**src/rtl/cmod_pkg.sv**
```systemverilog
package cmod_pkg;

  // Fraction bits and value of the inverse CORDIC gain (1/1.64676)
  localparam int INV_GAIN_FRAC = 12;
  localparam int INV_GAIN_Q    = 2487;
  localparam int INV_GAIN_W    = INV_GAIN_FRAC + 1;
  localparam int MAX_STAGES    = 16;

  // atan(2^-i) as a fraction of a full turn, scaled by 2^32
  function automatic logic [31:0] atan_turn32(input int i);
    logic [31:0] r;
    case (i)
      0:       r = 32'h2000_0000;
      1:       r = 32'h12E4_051E;
      2:       r = 32'h09FB_385B;
      3:       r = 32'h0511_11D4;
      4:       r = 32'h028B_0D43;
      5:       r = 32'h0145_D7E1;
      6:       r = 32'h00A2_F61E;
      7:       r = 32'h0051_7C55;
      8:       r = 32'h0028_BE53;
      9:       r = 32'h0014_5F2F;
      10:      r = 32'h000A_2F98;
      11:      r = 32'h0005_17CC;
      12:      r = 32'h0002_8BE6;
      13:      r = 32'h0001_45F3;
      14:      r = 32'h0000_A2FA;
      15:      r = 32'h0000_517D;
      default: r = 32'h0;
    endcase
    return r;
  endfunction

endpackage

```
**src/rtl/cmod_phase_acc.sv**
```systemverilog
module cmod_phase_acc #(
  parameter int PHASE_W = 32,
  parameter int ANG_W   = 16
) (
  input  logic               clk,
  input  logic               rst_n,
  input  logic               step_en,
  input  logic [PHASE_W-1:0] step,
  output logic [ANG_W-1:0]   angle
);

  logic [PHASE_W-1:0] acc_q;
  logic [PHASE_W-1:0] acc_d;

  // The current value is the phase of the sample now being accepted
  assign angle = acc_q[PHASE_W-1 -: ANG_W];

  always_comb begin
    acc_d = acc_q;
    if (step_en) begin
      acc_d = acc_q + step;
    end
  end

  always_ff @(posedge clk or negedge rst_n) begin
    if (!rst_n) begin
      acc_q <= '0;
    end else begin
      acc_q <= acc_d;
    end
  end

endmodule

```
**src/rtl/cmod_quad_prerot.sv**
```systemverilog
module cmod_quad_prerot #(
  parameter int DATA_W = 8,
  parameter int IW     = 14,
  parameter int FRAC_W = 4,
  parameter int ANG_W  = 16
) (
  input  logic                    clk,
  input  logic                    rst_n,
  input  logic                    v_i,
  input  logic signed [DATA_W-1:0] i_i,
  input  logic signed [DATA_W-1:0] q_i,
  input  logic [ANG_W-1:0]        angle_i,
  output logic                    v_o,
  output logic signed [IW-1:0]    x_o,
  output logic signed [IW-1:0]    y_o,
  output logic signed [ANG_W-1:0] z_o
);

  logic signed [IW-1:0]    xe;
  logic signed [IW-1:0]    ye;
  logic signed [IW-1:0]    x_d;
  logic signed [IW-1:0]    y_d;
  logic signed [ANG_W-1:0] z_d;
  logic [1:0]              quad;

  assign quad = angle_i[ANG_W-1 -: 2];

  always_comb begin
    xe  = {{(IW-DATA_W){i_i[DATA_W-1]}}, i_i} <<< FRAC_W;
    ye  = {{(IW-DATA_W){q_i[DATA_W-1]}}, q_i} <<< FRAC_W;
    z_d = {2'b00, angle_i[ANG_W-3:0]};
    case (quad)
      2'd0: begin x_d = xe;  y_d = ye;  end
      2'd1: begin x_d = -ye; y_d = xe;  end
      2'd2: begin x_d = -xe; y_d = -ye; end
      default: begin x_d = ye; y_d = -xe; end
    endcase
  end

  always_ff @(posedge clk or negedge rst_n) begin
    if (!rst_n) begin
      v_o <= 1'b0;
    end else begin
      v_o <= v_i;
    end
  end

  always_ff @(posedge clk or negedge rst_n) begin
    if (!rst_n) begin
      x_o <= '0;
      y_o <= '0;
      z_o <= '0;
    end else if (v_i) begin
      x_o <= x_d;
      y_o <= y_d;
      z_o <= z_d;
    end
  end

endmodule

```
**src/rtl/cmod_cordic_stage.sv**
```systemverilog
module cmod_cordic_stage
  import cmod_pkg::*;
#(
  parameter int IW    = 14,
  parameter int ANG_W = 16,
  parameter int SHIFT = 0
) (
  input  logic                    clk,
  input  logic                    rst_n,
  input  logic                    v_i,
  input  logic signed [IW-1:0]    x_i,
  input  logic signed [IW-1:0]    y_i,
  input  logic signed [ANG_W-1:0] z_i,
  output logic                    v_o,
  output logic signed [IW-1:0]    x_o,
  output logic signed [IW-1:0]    y_o,
  output logic signed [ANG_W-1:0] z_o
);

  localparam logic [31:0] ATAN_RAW = atan_turn32(SHIFT);
  localparam logic [31:0] ATAN_RND =
    (ATAN_RAW + (32'd1 << (31 - ANG_W))) >> (32 - ANG_W);
  localparam logic signed [ANG_W-1:0] ATAN_Z = ATAN_RND[ANG_W-1:0];

  logic signed [IW-1:0]    xs;
  logic signed [IW-1:0]    ys;
  logic signed [IW-1:0]    x_d;
  logic signed [IW-1:0]    y_d;
  logic signed [ANG_W-1:0] z_d;

  always_comb begin
    xs = x_i >>> SHIFT;
    ys = y_i >>> SHIFT;
    if (!z_i[ANG_W-1]) begin
      x_d = x_i - ys;
      y_d = y_i + xs;
      z_d = z_i - ATAN_Z;
    end else begin
      x_d = x_i + ys;
      y_d = y_i - xs;
      z_d = z_i + ATAN_Z;
    end
  end

  always_ff @(posedge clk or negedge rst_n) begin
    if (!rst_n) begin
      v_o <= 1'b0;
    end else begin
      v_o <= v_i;
    end
  end

  always_ff @(posedge clk or negedge rst_n) begin
    if (!rst_n) begin
      x_o <= '0;
      y_o <= '0;
      z_o <= '0;
    end else if (v_i) begin
      x_o <= x_d;
      y_o <= y_d;
      z_o <= z_d;
    end
  end

endmodule

```
**src/rtl/cmod_out_scale.sv**
```systemverilog
module cmod_out_scale
  import cmod_pkg::*;
#(
  parameter int IW     = 14,
  parameter int DATA_W = 8,
  parameter int FRAC_W = 4,
  parameter int OUT_W  = 10
) (
  input  logic                    clk,
  input  logic                    rst_n,
  input  logic                    v_i,
  input  logic signed [IW-1:0]    x_i,
  output logic                    v_o,
  output logic signed [OUT_W-1:0] d_o
);

  localparam int PW = IW + INV_GAIN_W;
  localparam int SH = INV_GAIN_FRAC + FRAC_W - (OUT_W - DATA_W);
  localparam logic signed [PW-1:0] HALF = PW'(64'd1 << (SH - 1));
  localparam logic signed [PW-1:0] MAXV = PW'((64'd1 << (OUT_W - 1)) - 1);
  localparam logic signed [PW-1:0] MINV = -MAXV - PW'(1);
  localparam logic signed [PW-1:0] GAIN = PW'(INV_GAIN_Q);

  logic signed [PW-1:0]    prod;
  logic signed [PW-1:0]    rnd;
  logic signed [PW-1:0]    shifted;
  logic signed [OUT_W-1:0] d_d;

  always_comb begin
    prod    = $signed({{(PW-IW){x_i[IW-1]}}, x_i}) * GAIN;
    rnd     = prod + HALF;
    shifted = rnd >>> SH;
    if (shifted > MAXV) begin
      d_d = MAXV[OUT_W-1:0];
    end else if (shifted < MINV) begin
      d_d = MINV[OUT_W-1:0];
    end else begin
      d_d = shifted[OUT_W-1:0];
    end
  end

  always_ff @(posedge clk or negedge rst_n) begin
    if (!rst_n) begin
      v_o <= 1'b0;
    end else begin
      v_o <= v_i;
    end
  end

  always_ff @(posedge clk or negedge rst_n) begin
    if (!rst_n) begin
      d_o <= '0;
    end else if (v_i) begin
      d_o <= d_d;
    end
  end

endmodule

```
**src/rtl/cordic_if_mixer.sv**
```systemverilog
module cordic_if_mixer
  import cmod_pkg::*;
#(
  parameter int DATA_W  = 8,
  parameter int OUT_W   = 10,
  parameter int PHASE_W = 32,
  parameter int ANG_W   = 16,
  parameter int STAGES  = 12,
  parameter int FRAC_W  = 4
) (
  input  logic                    clk,
  input  logic                    rst_n,
  input  logic                    in_valid,
  input  logic signed [DATA_W-1:0] in_i,
  input  logic signed [DATA_W-1:0] in_q,
  input  logic [PHASE_W-1:0]      ftw,
  output logic                    out_valid,
  output logic signed [OUT_W-1:0] out_data
);

  // Two guard bits hold the CORDIC gain on a vector of length sqrt(2)
  localparam int IW  = DATA_W + 2 + FRAC_W;
  localparam int LAT = STAGES + 2;

  logic [ANG_W-1:0] angle;

  logic                    sv [STAGES];
  logic signed [IW-1:0]    sx [STAGES];
  logic signed [IW-1:0]    sy [STAGES];
  logic signed [ANG_W-1:0] sz [STAGES];

  logic                    fin_v;
  logic signed [IW-1:0]    fin_x;
  logic signed [IW-1:0]    unused_fin_y;
  logic signed [ANG_W-1:0] unused_fin_z;

  cmod_phase_acc #(
    .PHASE_W (PHASE_W),
    .ANG_W   (ANG_W)
  ) u_phase (
    .clk     (clk),
    .rst_n   (rst_n),
    .step_en (in_valid),
    .step    (ftw),
    .angle   (angle)
  );

  cmod_quad_prerot #(
    .DATA_W (DATA_W),
    .IW     (IW),
    .FRAC_W (FRAC_W),
    .ANG_W  (ANG_W)
  ) u_prerot (
    .clk     (clk),
    .rst_n   (rst_n),
    .v_i     (in_valid),
    .i_i     (in_i),
    .q_i     (in_q),
    .angle_i (angle),
    .v_o     (sv[0]),
    .x_o     (sx[0]),
    .y_o     (sy[0]),
    .z_o     (sz[0])
  );

  for (genvar k = 0; k < STAGES; k++) begin : g_stage
    if (k < STAGES - 1) begin : g_mid
      cmod_cordic_stage #(
        .IW    (IW),
        .ANG_W (ANG_W),
        .SHIFT (k)
      ) u_stage (
        .clk   (clk),
        .rst_n (rst_n),
        .v_i   (sv[k]),
        .x_i   (sx[k]),
        .y_i   (sy[k]),
        .z_i   (sz[k]),
        .v_o   (sv[k+1]),
        .x_o   (sx[k+1]),
        .y_o   (sy[k+1]),
        .z_o   (sz[k+1])
      );
    end else begin : g_last
      cmod_cordic_stage #(
        .IW    (IW),
        .ANG_W (ANG_W),
        .SHIFT (k)
      ) u_stage (
        .clk   (clk),
        .rst_n (rst_n),
        .v_i   (sv[k]),
        .x_i   (sx[k]),
        .y_i   (sy[k]),
        .z_i   (sz[k]),
        .v_o   (fin_v),
        .x_o   (fin_x),
        .y_o   (unused_fin_y),
        .z_o   (unused_fin_z)
      );
    end
  end

  cmod_out_scale #(
    .IW     (IW),
    .DATA_W (DATA_W),
    .FRAC_W (FRAC_W),
    .OUT_W  (OUT_W)
  ) u_scale (
    .clk   (clk),
    .rst_n (rst_n),
    .v_i   (fin_v),
    .x_i   (fin_x),
    .v_o   (out_valid),
    .d_o   (out_data)
  );

endmodule

```
**config.mk**
```make
export PLATFORM = sky130hd
export DESIGN_NAME = cordic_if_mixer
export DESIGN_NICKNAME = d
export VERILOG_FILES = /design/src/rtl/cmod_pkg.sv /design/src/rtl/cmod_phase_acc.sv /design/src/rtl/cmod_quad_prerot.sv /design/src/rtl/cmod_cordic_stage.sv /design/src/rtl/cmod_out_scale.sv /design/src/rtl/cordic_if_mixer.sv
export SDC_FILE = /design/constraint.sdc
export NUM_CORES = 2
export LEC_CHECK = 0
export ABC_CLOCK_PERIOD_IN_PS = 10700
export CORE_MARGIN = 2
export CORE_UTILIZATION = 55
export DETAILED_ROUTE_END_ITERATION = 16
export HOLD_SLACK_MARGIN = 0.06
export PLACE_DENSITY = 0.71
export REMOVE_ABC_BUFFERS = 1
export SYNTH_ARGS = -nofsm -noshare
export SYNTH_HDL_FRONTEND = slang
export SYNTH_SLANG_ARGS = --single-unit
```
**constraint.sdc**
```tcl
create_clock -name clk -period 10.7 [get_ports clk]
set_input_delay 1.605 -clock clk [delete_from_list [all_inputs] [get_ports clk]]
set_output_delay 1.605 -clock clk [all_outputs]
set_load 0.005 [all_outputs]
```
After elaboration in Yosys (flattened, before gate mapping)
Cells that the tools add are included.

Register bits: 596. Latch bits: 0. Memory bits (writable): 0. ROM bits: 0. Input port bits: 51. Output and inout bits: 11. Memories kept: 0.

Add/sub/neg operators: 69. Multiply operators: 1. Divide/modulo/power cells: 0. Magnitude comparators: 2. Eq/ne operators: 2. Shifts and indexed selects: 0. Multiplexer cells: 35. Bitwise gates (word level): 0. Reductions and logical operators: 1.

Operators by type and width (number): $mux 14 (21); $mux 16 (10); $pmux 14 s3 (2); $add 32x32->32 (1); $add 14x10->14 (2); $add 14x11->14 (2); $add 14x12->14 (2); $add 14x13->14 (2); $add 14x4->14 (2); $add 14x5->14 (2); $add 14x6->14 (2); $add 14x7->14 (2); $add 14x8->14 (2); $add 14x9->14 (2); $neg 12->14 (2); $sub 14x10->14 (2); $sub 14x11->14 (2); $sub 14x12->14 (2); $sub 14x13->14 (2); $sub 14x4->14 (2); $sub 14x5->14 (2); $sub 14x6->14 (2); $sub 14x7->14 (2); $sub 14x8->14 (2); other kinds (34) (36).

Depth between registers and ports, before layout
Depth in word-level cells: 5. Mapped depth: 21.

By module
A second synthesis with hierarchy kept.

Cell total of the unflattened synthesis: 6145. Area total of the unflattened synthesis: 56670.6 um^2.

Modules (own cells, without submodules): cmod_cordic_stage (g_stage[6].g_mid.u_stage) (times used 1, cells each 470, area each 4167.7 um^2, seq. area each 1126.1 um^2); cmod_cordic_stage (g_stage[7].g_mid.u_stage) (times used 1, cells each 461, area each 4161.5 um^2, seq. area each 1126.1 um^2); cmod_cordic_stage (g_stage[3].g_mid.u_stage) (times used 1, cells each 468, area each 4129.0 um^2, seq. area each 1126.1 um^2); cmod_cordic_stage (g_stage[2].g_mid.u_stage) (times used 1, cells each 444, area each 4081.4 um^2, seq. area each 1126.1 um^2); cmod_out_scale (times used 1, cells each 401, area each 4080.2 um^2, seq. area each 275.3 um^2); cmod_cordic_stage (g_stage[4].g_mid.u_stage) (times used 1, cells each 444, area each 4046.4 um^2, seq. area each 1126.1 um^2); cmod_cordic_stage (g_stage[5].g_mid.u_stage) (times used 1, cells each 419, area each 3972.6 um^2, seq. area each 1126.1 um^2); cmod_cordic_stage (g_stage[10].g_mid.u_stage) (times used 1, cells each 424, area each 3882.5 um^2, seq. area each 1126.1 um^2); cmod_cordic_stage (g_stage[1].g_mid.u_stage) (times used 1, cells each 425, area each 3853.7 um^2, seq. area each 1126.1 um^2); cmod_cordic_stage (g_stage[8].g_mid.u_stage) (times used 1, cells each 413, area each 3837.4 um^2, seq. area each 1126.1 um^2); cmod_cordic_stage (g_stage[11].g_last.u_stage) (times used 1, cells each 400, area each 3777.4 um^2, seq. area each 1126.1 um^2); cmod_cordic_stage (g_stage[0].g_mid.u_stage) (times used 1, cells each 417, area each 3747.3 um^2, seq. area each 1101.1 um^2); cmod_cordic_stage (g_stage[9].g_mid.u_stage) (times used 1, cells each 403, area each 3721.1 um^2, seq. area each 1126.1 um^2); cmod_phase_acc (times used 1, cells each 338, area each 3050.4 um^2, seq. area each 800.8 um^2); cmod_quad_prerot (times used 1, cells each 218, area each 2162.1 um^2, seq. area each 875.8 um^2).

Worst setup path after synthesis
OpenSTA, ideal clock, no wires.

Path type: register to register. Start point: register g_stage[11].g_last.u_stage.x_o[8]. End point: register u_scale.d_o[0]. Library setup time: 0.146 ns. Arrival: 5.232 ns. Setup slack: 5.322 ns. Cell stages (with the launch flop): 20. Path buffers: 0. Period minus slack after synthesis: 5.378 ns. Cell sequence: dfrtp_1 -> ha_1 -> inv_1 -> fa_1 -> inv_1 -> fa_1 -> fa_1 -> fa_1 -> fa_1 -> ha_1 -> nand2_1 -> nor3_1 -> a2111oi_4 -> o21ai_2 -> a31oi_4 -> a21oi_2 -> xnor2_1 -> nand2_1 -> o211ai_4 -> o221ai_1.

Cells in the longest elaborated chain, start to end: 5. Elaborated cells between the ends (all ways): 6.

Ends and longest elaborated chain: start: declaration (RTL line cmod_cordic_stage.sv:15) `output logic signed [IW-1:0] x_o,`; start signal: assignment (RTL line cmod_cordic_stage.sv:55) `x_o <= '0;`; start signal: assignment (RTL line cmod_cordic_stage.sv:59) `x_o <= x_d;`; $mul 14x13->27 (*) (RTL line cmod_out_scale.sv:30) `prod = $signed({{(PW-IW){x_i[IW-1]}}, x_i}) * GAIN;`; $add 27x15->27 (*) (RTL line cmod_out_scale.sv:31) `rnd = prod + HALF;`; $lt 13x10->1 (RTL line cmod_out_scale.sv:35) `end else if (shifted < MINV) begin`; $mux 10 (RTL line cmod_out_scale.sv:35); $mux 10 (*) (RTL line cmod_out_scale.sv:33) `if (shifted > MAXV) begin`; end signal: assignment (RTL line cmod_out_scale.sv:52) `d_o <= '0;`; end signal: assignment (RTL line cmod_out_scale.sv:54) `d_o <= d_d;`; end: declaration (RTL line cmod_out_scale.sv:14) `output logic signed [OUT_W-1:0] d_o`.

Mark *: on every way between the ends. The rest lies on a longest branch, timed or not. A chain may end at the register's enable or synchronous reset.

Worst setup path after layout
Start point: register g_stage[11].g_last.u_stage.x_o[8]. End point: register u_scale.d_o[1].

Same word-level chain as after synthesis.

==> metrics.md <==
| Metric | Value |
|---|---|
| Outcome | finished, final reports clean |
| Post-synth top area share | 30.3% |
| Routability Congestion | approximately 0.85 |
| Number of I/O pins | slightly above 60 |
| H-tree Lvls | 3 |
| GR Layer Usage met3 | under 10% |
| Largest net degree at the start of global routing | 171 |
| Mapped Area | between 40,000 and 50,000 um^2 |
| Clock Latency Late Sink | between 600 and 700 ps |
| GRT Total Usage | 22.9% |
| Clk buf depth | 3 |
| Period minus WS final | 6040 ps |
| Global Route met1 Usage | 30.1% |
| Area Overhead vs Synth | 9.28% |
| Post-DP Area | ~46,000 um^2 |
| Max-cap check violation count | 0 |
| Starting DRT DRC Count | ~1,400 |
| Post-synth ARST share | 100% |
| Critical Path Fanout Max | 9 |
| Die height | ~290 um |
| Multi-input gate area | 29,000 um^2 |
| Vias/cell | 5.62 |
| Ys flop type | dfrtp_1 |
| Starting density of the core | between 50% and 60% |
| CP Launch Type | flip-flop |
| Critical path data arrival time | about 6500 ps |
| Total gr overflow | 0 |
| Hold buffers post-CTS | 0 |
| Die footprint | 83,100 um^2 |
| Clock Sinks | between 500 and 600 |
| Setup TNS Final | 0 ps |
| Crit end category | flip-flop |
| Vias in the first global route | 32,800 |
| # fillers | between 6,000 and 7,000 |
| RSZ-0062 raised after global routing | no |
| Worst slew pin tran | 1040 ps |
| Main combinational cell family by area after synthesis | adder cells |
| Number of synthesized flops with an enable pin | 0 |
| Wire per inst | roughly 16 um |
| Antenna violations before repair | 2 |
| Most Crowded Layer GR | met2 |
| Core area | approximately 80,000 um^2 |
| Mux cell area share after synthesis | between 9 and 10% |
| GR Util met2 | around two fifths |
| Final hold violation count | 0 |
| Slew HR | 30.4% |
| Most frequent cell after synthesis | ha_1 |
| Hold Path Cell Cnt | 1 |
| Unique masters post-synth | between 80 and 90 |
| Final setup viols | 0 |
| CTS buffer count | 69 |
| Max Clk Rate | approximately 170 MHz |
| Sequential cell area | roughly 13,000 um^2 |
| Die X | about 290 um |
| Postcts setup bufs | 0 |
| Routed WL | 92,400 um |
| ANT nets after route | 0 |
| WP data required | between 10,000 and 15,000 ps |
| Yosys warning total | 0 |
| Post-synthesis compound-gate area fraction | 15.8% |
| Min-delay src | u_prerot.z_o[13] |
| Clock root cell | clkbuf_16 |
| Final Cycle Share | 56.4% |
| Design area | 48,600 um^2 |
| Core Rows | between 100 and 150 |
| Final Max Slew Viols | 0 |
| Post-synthesis xor/xnor area fraction | between 9 and 10% |
| Vias | approximately 33,000 |
| First-pass GRT wire length | approximately 160,000 um |
| Post-DP HPWL | 70,500 um |
| Register area share after synthesis | a little under a third |
| Synthesized flop and latch total | between 500 and 600 |
| CTS tree | done |
| Simple-Gate Fraction of Synth Area | 9.84% |
| Input/output buffers | 61 |
| WS Path Type | reg -> reg |
| Crit path launch | g_stage[11].g_last.u_stage.x_o[8] |
| DRT Pass-1 Iters | 6 |
| Adder-Cell Fraction of Synth Area | 20.6% |
| Mean area per synthesized cell | approximately 9.6 um^2 |
| # diodes | 0 |
| Worst min path class | reg -> reg |
| Clock transition at the registers of the reported paths | 60 ps |
| Post-synth top area cell | dfrtp_1 |
| Cells after Synth | around 4,600 |
| Path depth of the worst reg2reg path | 19 |
| Post-cts sizing count | 0 |
| Layout cell share with drive strength beyond 1 | between 10 and 15% |
| Worst r2r src | g_stage[11].g_last.u_stage.x_o[8] |
| Commonest cells in the netlist | ha_1, dfrtp_1, inv_1 |
| Max Clock Skew | 22.4 ps |
| Final nets | 5,399 |
| Largest cells by area after synthesis | dfrtp_1, ha_1, mux2_2 |
| Drt drc | 0 |
metrics by stage:
stage	util, %	setup WS [ps]	hold WS (ps)	cells
floorplan	-	5320	416	4523
global placement	57.5	4790	427	5666
detailed placement	57.5	4690	438	5666
CTS	60.5	4660	451	5792
global route	60.5	4310	488	5792
finish	60.5	4660	441	5792
logic make-up (layout without fill, tap and decap cells):
| family | Yosys count | after routing |
|---|---|---|
| mux | 382 | 382 |
| buf+inv | 531 | 614 |
| xor+xnor | 460 | 460 |
| simple gates | 957 | 957 |
| fa+ha+maj | 671 | 671 |
| compound gates | 1109 | 1109 |
| flops | 539 | 539 |
final timing paths:
path	to	slack, ps
setup / recovery	u_scale.d_o[1]	4660
min in group asynchronous	g_stage[9].g_mid.u_stage.v_o	920
hold reg to reg	g_stage[0].g_mid.u_stage.z_o[14]	440
max in group asynchronous	g_stage[1].g_mid.u_stage.v_o	7450
setup reg to reg	u_scale.d_o[1]	4660
hold / removal	g_stage[0].g_mid.u_stage.z_o[14]	440
worst max-delay path, stage by stage, from the launching register on:
cell	delay (ps)
dfrtp_1	510
ha_1	260
inv_1	100
fa_1	540
inv_1	50
fa_1	460
fa_1	520
fa_1	570
fa_1	430
ha_1	310
nand2_1	80
nor3_1	420
a211oi_1	190
o211ai_1	260
nand2_1	160
mux2_2	290
o211ai_1	100
nand3_1	100
nand3_1	350
o221ai_1	190
metal layers:
layer  part of all wire, %  vias to the layer above
met3                   2.3                      121
li1                      -                    16400
met2                    49                      349
met1                    47                    15600
met5                 0.017                        -
met4                   2.0                        2
placed cells by master, fill, tap and decap left out, types with 14 or more instances in the layout:
cell | Yosys | routed
ha_1 | 571 | 571
dfrtp_1 | 539 | 534
inv_1 | 400 | 400
a21oi_1 | 369 | 369
nor2_1 | 344 | 344
xnor2_1 | 343 | 343
mux2_2 | 320 | 320
o21ai_0 | 251 | 251
nand2_1 | 226 | 226
nor3_1 | 135 | 135
xor2_1 | 116 | 116
a21o_1 | 103 | 103
fa_1 | 100 | 100
o21bai_1 | 76 | 76
clkbuf_16 | 0 | 69
nor2b_1 | 62 | 62
clkdlybuf4s50_1 | 0 | 59
mux2i_1 | 50 | 50
o21a_1 | 48 | 48
nand3_1 | 46 | 46
or3_1 | 38 | 38
a31oi_1 | 34 | 34
a211oi_1 | 30 | 30
nand2b_1 | 28 | 28
o31ai_1 | 28 | 28
a21boi_0 | 26 | 26
buf_4 | 0 | 20
o211ai_1 | 19 | 19
and3_1 | 15 | 15
or2_2 | 15 | 15
nor4_1 | 14 | 14
flip-flops by register name (all words and copies together) (netlist names):
signal                      flops
u_scale.v_o                     1
u_phase.acc_q                  32
u_prerot.x_o                   10
g_stage.g_last.u_stage.x_o     14
g_stage.g_last.u_stage.v_o      1
g_stage.g_mid.u_stage.z_o     157
u_scale.d_o                    10
g_stage.g_mid.u_stage.x_o     143
g_stage.g_mid.u_stage.v_o      11
g_stage.g_mid.u_stage.y_o     135
u_prerot.v_o                    1
u_prerot.y_o                   10
u_prerot.z_o                   14
area by class of cell:
class	count	share of cell area, %
Multi-Input combinational cell	3579	59.6
Tap cell	1060	2.73
Timing Repair Buffer	83	1.65
Inverter	405	3.13
Clock buffer	92	3.98
Clock inverter	34	1.10
Sequential cell	539	27.8
Power is not shown: default switching activity piles up to over one toggle a cycle in this logic, so the estimate is an artifact.
